## src/rtl/rtc_pkg.sv

```systemverilog
package rtc_pkg;

  localparam int FIELD_W  = 8;
  localparam int N_FIELDS = 7;

  // field slots inside the calendar vector
  localparam int F_SEC  = 0;
  localparam int F_MIN  = 1;
  localparam int F_HOUR = 2;
  localparam int F_WDAY = 3;
  localparam int F_MDAY = 4;
  localparam int F_MON  = 5;
  localparam int F_YEAR = 6;

  // software-visible byte addresses
  localparam int A_SEC  = 'h0;
  localparam int A_MIN  = 'h2;
  localparam int A_HOUR = 'h4;
  localparam int A_WDAY = 'h6;
  localparam int A_MDAY = 'h7;
  localparam int A_MON  = 'h8;
  localparam int A_YEAR = 'h9;
  localparam int A_CTRL = 'hA;
  localparam int A_MODE = 'hB;

  // mode byte bit positions
  localparam int MODE_FREEZE = 7;
  localparam int MODE_BIN    = 2;
  localparam int MODE_H24    = 1;

  localparam logic [7:0] CTRL_RST = 8'h26;
  localparam logic [7:0] MODE_RST = 8'h02;

  // limits of the binary counts
  localparam logic [7:0] SEC_LAST  = 8'd59;
  localparam logic [7:0] MIN_LAST  = 8'd59;
  localparam logic [7:0] HOUR_LAST = 8'd23;
  localparam logic [7:0] WDAY_LAST = 8'd7;
  localparam logic [7:0] MON_LAST  = 8'd12;
  localparam logic [7:0] YEAR_LAST = 8'd99;

  typedef logic [N_FIELDS-1:0][FIELD_W-1:0] cal_t;

  function automatic int field_addr(input int f);
    case (f)
      F_SEC:   return A_SEC;
      F_MIN:   return A_MIN;
      F_HOUR:  return A_HOUR;
      F_WDAY:  return A_WDAY;
      F_MDAY:  return A_MDAY;
      F_MON:   return A_MON;
      default: return A_YEAR;
    endcase
  endfunction

  function automatic logic [7:0] field_reset(input int f);
    case (f)
      F_WDAY:         return 8'h07;
      F_MDAY, F_MON:  return 8'h01;
      default:        return 8'h00;
    endcase
  endfunction

  function automatic logic [7:0] bcd_to_bin(input logic [7:0] b);
    logic [7:0] tens;
    logic [7:0] units;
    tens  = {4'h0, b[7:4]};
    units = {4'h0, b[3:0]};
    return (tens * 8'd10) + units;
  endfunction

  function automatic logic [7:0] bin_to_bcd(input logic [7:0] v);
    logic [7:0] tens;
    logic [7:0] units;
    tens  = v / 8'd10;
    units = v % 8'd10;
    return {tens[3:0], units[3:0]};
  endfunction

  function automatic logic leap_year(input logic [7:0] yr);
    return (yr[1:0] == 2'b00);
  endfunction

  function automatic logic [7:0] month_days(input logic [7:0] mon, input logic [7:0] yr);
    case (mon)
      8'd2:                    return leap_year(yr) ? 8'd29 : 8'd28;
      8'd4, 8'd6, 8'd9, 8'd11: return 8'd30;
      default:                 return 8'd31;
    endcase
  endfunction

endpackage

```

## src/rtl/rtc_field_codec.sv

```systemverilog
module rtc_field_codec
  import rtc_pkg::*;
#(
  parameter bit TO_BINARY = 1'b1
) (
  input  logic binary_mode,
  input  cal_t fields_in,
  output cal_t fields_out
);

  for (genvar i = 0; i < N_FIELDS; i++) begin : g_field
    if (TO_BINARY) begin : g_dec
      assign fields_out[i] = binary_mode ? fields_in[i] : bcd_to_bin(fields_in[i]);
    end else begin : g_enc
      assign fields_out[i] = binary_mode ? fields_in[i] : bin_to_bcd(fields_in[i]);
    end
  end

endmodule

```

## src/rtl/rtc_calendar_step.sv

```systemverilog
module rtc_calendar_step
  import rtc_pkg::*;
(
  input  cal_t cur,
  output cal_t nxt,
  output logic sec_wrap,
  output logic min_wrap,
  output logic hour_wrap,
  output logic day_wrap,
  output logic mon_wrap
);

  logic [7:0] dim;

  assign dim       = month_days(cur[F_MON], cur[F_YEAR]);
  assign sec_wrap  = (cur[F_SEC] >= SEC_LAST);
  assign min_wrap  = sec_wrap  && (cur[F_MIN]  >= MIN_LAST);
  assign hour_wrap = min_wrap  && (cur[F_HOUR] >= HOUR_LAST);
  assign day_wrap  = hour_wrap && (cur[F_MDAY] >= dim);
  assign mon_wrap  = day_wrap  && (cur[F_MON]  >= MON_LAST);

  always_comb begin
    nxt = cur;
    nxt[F_SEC] = sec_wrap ? 8'd0 : cur[F_SEC] + 8'd1;
    if (sec_wrap)
      nxt[F_MIN] = min_wrap ? 8'd0 : cur[F_MIN] + 8'd1;
    if (min_wrap)
      nxt[F_HOUR] = hour_wrap ? 8'd0 : cur[F_HOUR] + 8'd1;
    if (hour_wrap) begin
      nxt[F_WDAY] = (cur[F_WDAY] >= WDAY_LAST) ? 8'd1 : cur[F_WDAY] + 8'd1;
      nxt[F_MDAY] = day_wrap ? 8'd1 : cur[F_MDAY] + 8'd1;
    end
    if (day_wrap)
      nxt[F_MON] = mon_wrap ? 8'd1 : cur[F_MON] + 8'd1;
    if (mon_wrap)
      nxt[F_YEAR] = (cur[F_YEAR] >= YEAR_LAST) ? 8'd0 : cur[F_YEAR] + 8'd1;
  end

endmodule

```

## src/rtl/rtc_read_port.sv

```systemverilog
module rtc_read_port
  import rtc_pkg::*;
#(
  parameter int ADDR_W = 4
) (
  input  logic [ADDR_W-1:0] addr,
  input  cal_t              cal,
  input  logic [7:0]        ctrl,
  input  logic [7:0]        mode,
  output logic [7:0]        rdata
);

  always_comb begin
    rdata = 8'h00;
    for (int i = 0; i < N_FIELDS; i++)
      if (addr == ADDR_W'(field_addr(i)))
        rdata = cal[i];
    if (addr == ADDR_W'(A_CTRL)) rdata = ctrl;
    if (addr == ADDR_W'(A_MODE)) rdata = mode;
  end

endmodule

```

## src/rtl/rtc_calendar_regs.sv

```systemverilog
module rtc_calendar_regs
  import rtc_pkg::*;
#(
  parameter int ADDR_W = 4
) (
  input  logic              clk,
  input  logic              rst_n,
  input  logic              tick_sec,
  input  logic              wr_en,
  input  logic [ADDR_W-1:0] addr,
  input  logic [7:0]        wdata,
  output logic [7:0]        rdata
);

  cal_t       cal_q;
  cal_t       cal_bin;
  cal_t       cal_bin_nxt;
  cal_t       cal_enc_nxt;
  logic [7:0] ctrl_q;
  logic [7:0] mode_q;
  logic       advance;
  logic       binary_mode;
  logic       dead_addr;
  logic       sec_wrap, min_wrap, hour_wrap, day_wrap, mon_wrap;

  assign binary_mode = mode_q[MODE_BIN];
  assign advance     = tick_sec && !mode_q[MODE_FREEZE];

  // addresses that hold nothing and read as zero
  always_comb begin
    dead_addr = 1'b1;
    for (int i = 0; i < N_FIELDS; i++)
      if (addr == ADDR_W'(field_addr(i))) dead_addr = 1'b0;
    if (addr == ADDR_W'(A_CTRL) || addr == ADDR_W'(A_MODE)) dead_addr = 1'b0;
  end

  rtc_field_codec #(.TO_BINARY(1'b1)) u_decode (
    .binary_mode (binary_mode),
    .fields_in   (cal_q),
    .fields_out  (cal_bin)
  );

  rtc_calendar_step u_step (
    .cur       (cal_bin),
    .nxt       (cal_bin_nxt),
    .sec_wrap  (sec_wrap),
    .min_wrap  (min_wrap),
    .hour_wrap (hour_wrap),
    .day_wrap  (day_wrap),
    .mon_wrap  (mon_wrap)
  );

  rtc_field_codec #(.TO_BINARY(1'b0)) u_encode (
    .binary_mode (binary_mode),
    .fields_in   (cal_bin_nxt),
    .fields_out  (cal_enc_nxt)
  );

  for (genvar i = 0; i < N_FIELDS; i++) begin : g_fld
    logic [7:0] q;
    always_ff @(posedge clk) begin
      if (!rst_n)
        q <= field_reset(i);
      else if (wr_en && addr == ADDR_W'(field_addr(i)))
        q <= wdata;
      else if (advance)
        q <= cal_enc_nxt[i];
    end
    assign cal_q[i] = q;
  end

  always_ff @(posedge clk) begin
    if (!rst_n) begin
      ctrl_q <= CTRL_RST;
      mode_q <= MODE_RST;
    end else if (wr_en) begin
      if (addr == ADDR_W'(A_CTRL)) ctrl_q <= {1'b0, wdata[6:0]};
      if (addr == ADDR_W'(A_MODE)) mode_q <= wdata;
    end
  end

  rtc_read_port #(.ADDR_W(ADDR_W)) u_read (
    .addr  (addr),
    .cal   (cal_q),
    .ctrl  (ctrl_q),
    .mode  (mode_q),
    .rdata (rdata)
  );

  AST_DEAD_WRITE_NO_EFFECT: assert property (@(posedge clk) disable iff (!rst_n)
    (wr_en && dead_addr && !advance) |=> $stable(cal_q));

  AST_SEC_WRAP_TO_ZERO: assert property (@(posedge clk) disable iff (!rst_n)
    (advance && sec_wrap && !wr_en) |=> (cal_q[F_SEC] == 8'h00));

  AST_DAY_NEVER_ZERO: assert property (@(posedge clk) disable iff (!rst_n)
    (advance && !wr_en) |=> (cal_q[F_MDAY] != 8'h00));

  AST_MONTH_WRAP_TO_ONE: assert property (@(posedge clk) disable iff (!rst_n)
    (advance && mon_wrap && !wr_en) |=> (cal_q[F_MON] == 8'h01));

  AST_FREEZE_HOLDS: assert property (@(posedge clk) disable iff (!rst_n)
    (mode_q[MODE_FREEZE] && !wr_en) |=> $stable(cal_q));

  AST_WRITE_BEATS_TICK: assert property (@(posedge clk) disable iff (!rst_n)
    (wr_en && addr == ADDR_W'(A_SEC)) |=> (cal_q[F_SEC] == $past(wdata)));

  AST_CTRL_MSB_ZERO: assert property (@(posedge clk) disable iff (!rst_n)
    (wr_en && addr == ADDR_W'(A_CTRL)) |=> (ctrl_q[7] == 1'b0));

endmodule

```

## config.mk

```make
export PLATFORM = sky130hd
export DESIGN_NAME = rtc_calendar_regs
export DESIGN_NICKNAME = d
export VERILOG_FILES = /design/src/rtl/rtc_pkg.sv /design/src/rtl/rtc_field_codec.sv /design/src/rtl/rtc_calendar_step.sv /design/src/rtl/rtc_read_port.sv /design/src/rtl/rtc_calendar_regs.sv
export SDC_FILE = /design/constraint.sdc
export NUM_CORES = 1
export LEC_CHECK = 0
export BUFFER_PORTS_ARGS = -buffer_cell sky130_fd_sc_hd__buf_4
export CAP_MARGIN = 0
export CORE_UTILIZATION = 40
export CTS_CLUSTER_SIZE = 24
export DETAILED_ROUTE_END_ITERATION = 12
export HOLD_SLACK_MARGIN = 0.08
export SLEW_MARGIN = 15
export SYNTH_ARGS = -nofsm -noshare
export SYNTH_HDL_FRONTEND = slang
export SYNTH_SLANG_ARGS = --single-unit
```

## constraint.sdc

```tcl
create_clock -name clk -period 11.75 [get_ports clk]
set_clock_uncertainty 0.2 [all_clocks]
set_input_delay 0.5875 -clock clk [delete_from_list [all_inputs] [get_ports clk]]
set_output_delay 0.5875 -clock clk [all_outputs]
set_load 0.01 [all_outputs]
```

Yosys cells after proc, flatten, opt, wreduce, memory -nomap -nowiden

Cells that the tools add are included.

Bitwise operators: 0
Reduce and logical (&&, ||, !) cells: 25
Shift operators: 0
Div/mod/pow operators: 14
Eq/ne operators: 13
Multiplexer cells: 51
Multipliers: 7
$add $sub $neg: 14
$lt $le $gt $ge: 7

Operators with widths:

| kind                | count |
|---|---|
| $mux 8              | 48 |
| $add 8x1->8 const B | 7 |
| $add 8x4->8         | 7 |
| $div 8x4->8 const B | 7 |
| $mod 8x4->8 const B | 7 |
| $mul 4x3->7 const B | 7 |
| $eq 4x4->1 const B  | 4 |
| $eq 8x3->1 const B  | 2 |
| $eq 8x4->1 const B  | 2 |
| $ge 8x6->1 const B  | 2 |
| $mux 16             | 1 |
| $pmux 8 s2          | 1 |
| $reduce_bool 2->1   | 7 |
| $eq 4x3->1 const B  | 3 |
| $logic_and 1x1->1   | 12 |
| $eq 8x2->1 const B  | 1 |
| $ge 8x3->1 const B  | 1 |
| $ge 8x4->1 const B  | 1 |
| $ge 8x5->1 const B  | 1 |
| $ge 8x7->1 const B  | 1 |
| $ge 8x8->1          | 1 |
| $eq 4x2->1 const B  | 1 |
| $logic_not 4->1     | 1 |
| $reduce_and 2->1    | 2 |
| other kinds (4)     | 4 |

Word-level logic and storage cells: 140
ROM bits: 0
Bits in registers: 71
Input port bits: 16
Latch bits: 0
Memory bits (writable): 0
Memories: 0

Logic depth before layout (Yosys ltp)

Depth after elaboration: 15
Depth in mapped cells: 34
Depth with buffers taken out: 28

By module

A second synthesis with hierarchy kept.

Cell total of the unflattened synthesis: 1707
Area, all modules: 12026.5 um2

Modules (own cells, without submodules):

| module                      | times used | cells each | seq. area each (um2) | area each (um2) |
|---|---|---|---|---|
| rtc_field_codec at u_encode | 1          | 681        | 0.0                  | 4179.0 |
| rtc_calendar_regs           | 1          | 389        | 1421.4               | 3231.8 |
| rtc_field_codec at u_decode | 1          | 299        | 0.0                  | 2432.3 |
| rtc_calendar_step           | 1          | 222        | 0.0                  | 1408.9 |
| rtc_read_port               | 1          | 116        | 0.0                  | 774.5 |

Worst setup path after synthesis

Ideal clock, no wire load.

Path kind: reg2reg
Start point: register g_fld[5].q[7]
End point: register g_fld[6].q[2]
Setup slack: 5.187 ns
Cell stages (with the launch flop): 29
Arrival: 6.276 ns
Buffers on the path: 2
Setup time: 0.087 ns
Clock period less this slack: 6.563 ns
Data required time: 11.463 ns
Path through: dfxtp_1 > ha_1 > ha_1 > fa_1 > o211ai_1 > o311a_1 > nor4_4 > a22oi_1 > ha_1 > nand2b_1 > a21oi_1 > or4_1 > clkbuf_1 > a31oi_2 > nand4_1 > a32oi_1 > o211ai_1 > a2bb2oi_1 > a31oi_1 > buf_4 > a21oi_1 > nor2_1 > a21oi_1 > ha_1 > nand2_1 > nor2_1 > a21oi_1 > nor2_1 > o31ai_1

Cells in the longest elaborated chain, start to end: 14
Elaborated cells on any way between the ends: 19

Ends and longest elaborated chain:

| item                                     | RTL line                | text |
|---|---|---|
| start: declaration                       | rtc_calendar_regs.sv:60 | `logic [7:0] q;` |
| start signal: assignment                 | rtc_calendar_regs.sv:63 | `q <= field_reset(i);` |
| start signal: assignment                 | rtc_calendar_regs.sv:65 | `q <= wdata;` |
| start signal: assignment                 | rtc_calendar_regs.sv:67 | `q <= cal_enc_nxt[i];` |
| $mul 4x3->7                              | rtc_pkg.sv:69           | `return (tens * 8'd10) + units;` |
| $add 8x4->8                              | rtc_pkg.sv:69           |  |
| $mux 8 (*)                               | rtc_field_codec.sv:13   | `assign fields_out[i] = binary_mode ? fields_in[i] : bcd_to_bin(fields_in[i]);` |
| $eq 8x3->1 or $eq 8x4->1 (tied branches) | rtc_pkg.sv:85           | `case (mon)` |
| $reduce_or 4->1                          | rtc_pkg.sv:85           |  |
| $pmux 8 s2                               | rtc_pkg.sv:85           |  |
| $ge 8x8->1                               | rtc_calendar_step.sv:19 | `assign day_wrap = hour_wrap && (cur[F_MDAY] >= dim);` |
| $logic_and 1x1->1                        | rtc_calendar_step.sv:19 |  |
| $logic_and 1x1->1 (*)                    | rtc_calendar_step.sv:20 | `assign mon_wrap = day_wrap && (cur[F_MON] >= MON_LAST);` |
| $mux 8 (*)                               | rtc_calendar_step.sv:35 | `if (mon_wrap)` |
| $mod 8x4->8                              | rtc_pkg.sv:76           | `units = v % 8'd10;` |
| $mux 8 (*)                               | rtc_field_codec.sv:15   | `assign fields_out[i] = binary_mode ? fields_in[i] : bin_to_bcd(fields_in[i]);` |
| $mux 8 (*)                               | rtc_calendar_regs.sv:66 | `else if (advance)` |
| $mux 8 (*)                               | rtc_calendar_regs.sv:64 | `else if (wr_en && addr == ADDR_W'(field_addr(i)))` |
| end signal: assignment                   | rtc_calendar_regs.sv:63 |  |
| end signal: assignment                   | rtc_calendar_regs.sv:65 |  |
| end signal: assignment                   | rtc_calendar_regs.sv:67 |  |
| end: declaration                         | rtc_calendar_regs.sv:60 |  |

Every way passes the cells marked *; elsewhere a longest branch is shown, timed or not. The select of a mux whose other input is x is not followed.
A chain may end at the register's enable or synchronous reset.

Worst setup path after layout

Ends and elaborated chain as after synthesis.

==> run_results.csv <==
group,metric,value,unit
final_layout,share_of_post_route_cells_with_drive_strength_above_1,9.72,%
synth,synth_cells,1591,
global_route,grt_start_max_net_pins,81,
timing,grt_setup_unrepaired,"false",
final_layout,fill_cells,2957,
worst_hold_path,hold-path-endpoint,"ctrl_q[1]",
die,core_area,28100,sq um
clock_tree,cts.root.buffer_cell,"sky130_fd_sc_hd__clkbuf_16",
die,design.die.area,29600,sq um
global_route,grt_first_pass_wirelength,62.0,mm
pwr,total_power,2.97,mW
synth,synth_fp_nets,1689,
die,chipHeight,172,microns
worst_setup_path,crit_type,"register to register",
clock_tree,number_of_sinks_handled_by_clock_tree_synthesis,71,
timing,final_number_of_hold_violating_endpoints,0,
routing,route.met3.wl,2.40,mm
global_route,first_global_vias,11300,
timing,finalSetupViolations,0,
worst_setup_path,start_kind,"register",
timing,period_utilization,69.0,%
clock_tree,htree_levels,3,
synth,post_synth_instance_area,11600,sq um
worst_setup_path,rr_startpoint,"g_fld[5].q[7]",
timing,timing.setup.tns,0,ns
worst_setup_path,critPathRequiredTime,11.81,ns
worst_setup_path,rrSetupSlack,3.64,ns
routing,met1Wirelength,17.8,mm
routing,viasPerCell,6.60,
worst_hold_path,min-delay-start,"ctrl_q[1]",
synth,register_bit_count_reported_by_yosys,71,
synth,synth_warnings,0,
routing,detailroute.via_count,12700,
clock_tree,worst_setup_hold_path_clk_slew,0.06,ns
synth,synth_cell_types,111,
routing,antenna_left,0,
die,ioPinCount,24,
pwr,total_leakage_power,4.79,nW
routing,route.met2.wl,17.8,mm
die,chipWidth,172,microns
synth,synth_top_area_share,12.3,%
synth,synth_top_cells_by_area,"sky130_fd_sc_hd__dfxtp_1 (12%), sky130_fd_sc_hd__ha_1 (7.4%), sky130_fd_sc_hd__nand2_1 (6.1%)",
worst_hold_path,hold_path_depth,2,
final_layout,final_instance_area,12100,sq um
synth,synth-async-reset-ratio,0,%
routing,drc,0,
worst_setup_path,endpoint_kind,"register",
die,initial_utilization,41.1,%
synth,avgSynthCellArea,7.26,sq um
timing,relSlewSlack,28.4,%
worst_setup_path,reg2reg_depth,26,
timing,timing.final.crit_period,8.11,ns
worst_setup_path,crit_fanout,13,
run_status,outcome,"finished clean",
pwr,power_per_cell_area,245,nW/um^2
placement,routability_congestion_estimate_from_global_placement,1.03,
routing,maxUsedRoutingLayer,"met4",
timing,total_count_of_max_transition_violations_in_the_final_report,0,
worst_setup_path,worst_ep_arrival_time,8.17,ns
clock_tree,cts_tree,"built",
placement,port-buffer-count,23,
placement,detailedPlacementHpwl,28.7,mm
die,num_rows,61,
routing,dr.pass1.iters,6,
global_route,globalRouteTotalUtil,26.3,%
timing,worst_slew_pin_slew,1.07,ns
clock_tree,ctsHoldBuffers,0,
clock_tree,clkLatencyLatePin,0.34,ns
clock_tree,numCtsBuffers,9,
pwr,ir_drop,0.0964,mV
routing,totalWireLength,39.4,mm
clock_tree,postCtsSetupRepairBufs,0,
job,drv_cap,0,
worst_hold_path,worstHoldPathType,"register to register",
placement,detailed_place.area,11800,sq um
clock_tree,post_cts_resized,0,
synth,synth_top_flop_cell,"sky130_fd_sc_hd__dfxtp_1",
global_route,antenna_found_initial,0,
synth,synth_sequential_area_ratio,12.3,%
timing,max_freq,123,MHz
routing,wl_per_cell,20.5,microns
clock_tree,clock_tree.buffer_depth,2,
final_layout,syn_to_final_growth,5.08,%
worst_setup_path,worst_r2r_endpoint,"g_fld[6].q[2]",
synth,post-synth-top-area-cell,"sky130_fd_sc_hd__dfxtp_1",
synth,synth_edf_count,0,
global_route,grt_overflow,0,
routing,drt_iter0_markers,1470,
final_layout,number_of_nets_at_the_end_of_the_flow,1636,
final_layout,diodes,0,
## area by class of cell
| cell class | instances | area (sq um) | share of cell area [%] |
|---|---|---|---|
| multi-input cells | 1383 | 9510 | 78.3 |
| clock inverters | 6 | 41.3 | 0.340 |
| flip-flops and latches | 71 | 1430 | 11.7 |
| well taps | 378 | 473 | 3.90 |
| inverters | 29 | 109 | 0.897 |
| repair buffers | 44 | 330 | 2.72 |
| clock buffers | 10 | 250 | 2.06 |
## sequential cells by signal, summed over array words and instances, names as in the netlist
| signal | cells |
|---|---|
| mode_q | 8 |
| g_fld.q | 56 |
| ctrl_q | 7 |
## report_power, final
part	switching (mW)	internal (mW)
Sequential	0.0972	0.289
Combinational	1.42	0.886
Clock	0.116	0.157
Total	1.64	1.33
## cells in the final DEF (no fill, tap or decap), types with 32 or more instances in the layout
cell type / netlist / layout
sky130_fd_sc_hd__ha_1: 68 / 68
sky130_fd_sc_hd__o21ai_0: 94 / 94
sky130_fd_sc_hd__dfxtp_1: 71 / 70
sky130_fd_sc_hd__buf_4: 5 / 44
sky130_fd_sc_hd__mux2i_1: 36 / 36
sky130_fd_sc_hd__nor2_1: 127 / 126
sky130_fd_sc_hd__a21oi_1: 112 / 112
sky130_fd_sc_hd__nand2_1: 188 / 188
sky130_fd_sc_hd__nor3_1: 49 / 49
sky130_fd_sc_hd__nand3_1: 73 / 73
sky130_fd_sc_hd__o211ai_1: 32 / 32
## worst max-delay path by stage
stage / end / start / depth (start not counted)
floorplan: g_fld[6].q[2] / g_fld[5].q[7] / 28
global placement: g_fld[6].q[2] / g_fld[5].q[7] / 26
detailed placement: g_fld[6].q[2] / g_fld[5].q[7] / 26
CTS: g_fld[6].q[2] / g_fld[5].q[7] / 26
global route: g_fld[6].q[2] / g_fld[5].q[7] / 27
finish: g_fld[6].q[2] / g_fld[5].q[7] / 26
## layer usage
metal	track usage, %	up-vias
li1	-	6059
met1	35.8	6050
met2	43.0	465
met3	2.56	103
met4	9.70	0
met5	0	-
## critical path, stage by stage (launching register included)
cell                        delay (ns)
sky130_fd_sc_hd__dfxtp_1          0.51
sky130_fd_sc_hd__ha_1             0.30
sky130_fd_sc_hd__ha_1             0.23
sky130_fd_sc_hd__fa_1             0.59
sky130_fd_sc_hd__o211ai_1         0.18
sky130_fd_sc_hd__o311a_1          0.53
sky130_fd_sc_hd__nor4_4           0.62
sky130_fd_sc_hd__a22oi_1          0.19
sky130_fd_sc_hd__ha_1             0.30
sky130_fd_sc_hd__nand2b_1         0.09
sky130_fd_sc_hd__a21oi_1          0.06
sky130_fd_sc_hd__or4_1            0.60
sky130_fd_sc_hd__a31oi_2          0.49
sky130_fd_sc_hd__nand4_1          0.15
sky130_fd_sc_hd__a32oi_1          0.49
sky130_fd_sc_hd__o211ai_1         0.30
sky130_fd_sc_hd__a2bb2oi_1        0.19
sky130_fd_sc_hd__a31oi_1          0.81
sky130_fd_sc_hd__a21oi_1          0.16
sky130_fd_sc_hd__nor2_1           0.12
sky130_fd_sc_hd__a21oi_1          0.05
sky130_fd_sc_hd__ha_1             0.28
sky130_fd_sc_hd__nand2_1          0.09
sky130_fd_sc_hd__nor2_1           0.04
sky130_fd_sc_hd__a21oi_1          0.15
sky130_fd_sc_hd__nor2_1           0.05
sky130_fd_sc_hd__o31ai_1          0.24
## cells by family (layout without fill, tap and decap cells)
logic type      after synthesis  after routing  share of synthesized area, %
compound gates              577            577                          36.9
buf+inv                     137             89                          5.53
simple gates                628            628                          27.3
mux                          53             53                          4.87
fa+ha+maj                    89             89                          10.4
flops                        71             71                          12.3
xor+xnor                     36             36                          2.73
## synthesized netlist by cell type, types with 12 or more instances
master / count
sky130_fd_sc_hd__ha_1: 68
sky130_fd_sc_hd__a21o_1: 23
sky130_fd_sc_hd__or4_1: 12
sky130_fd_sc_hd__nor2b_1: 18
sky130_fd_sc_hd__dfxtp_1: 71
sky130_fd_sc_hd__mux2i_1: 36
sky130_fd_sc_hd__nand4_1: 13
sky130_fd_sc_hd__inv_1: 26
sky130_fd_sc_hd__a22oi_1: 15
sky130_fd_sc_hd__nor3_1: 49
sky130_fd_sc_hd__a211o_1: 13
sky130_fd_sc_hd__o21ai_0: 94
sky130_fd_sc_hd__nand3_1: 73
sky130_fd_sc_hd__o211ai_1: 32
sky130_fd_sc_hd__buf_6: 12
sky130_fd_sc_hd__a31oi_1: 30
sky130_fd_sc_hd__a211oi_1: 21
sky130_fd_sc_hd__buf_2: 13
sky130_fd_sc_hd__a21oi_1: 112
sky130_fd_sc_hd__nor2_1: 127
sky130_fd_sc_hd__nand2_1: 188
sky130_fd_sc_hd__clkbuf_1: 71
sky130_fd_sc_hd__o21a_1: 18
sky130_fd_sc_hd__xnor2_1: 29
sky130_fd_sc_hd__fa_1: 14
sky130_fd_sc_hd__or3_1: 12
sky130_fd_sc_hd__mux2_2: 16
sky130_fd_sc_hd__nand2b_1: 18
sky130_fd_sc_hd__a221oi_1: 16
sky130_fd_sc_hd__and2_1: 19
sky130_fd_sc_hd__and3_1: 31
## through the flow
stage                     hold slack (ns)  std cells  util, %  worst slack [ns]
after global routing                0.317       1921     43.2              3.22
after CTS                           0.273       1921     43.2              3.78
after global placement              0.251       1905     42.2              4.01
after floorplan                     0.236       1591        -              5.19
final                               0.277       1921     43.2              3.64
after detailed placement            0.254       1905     42.2              3.81
(Power assumes the default switching activity.)
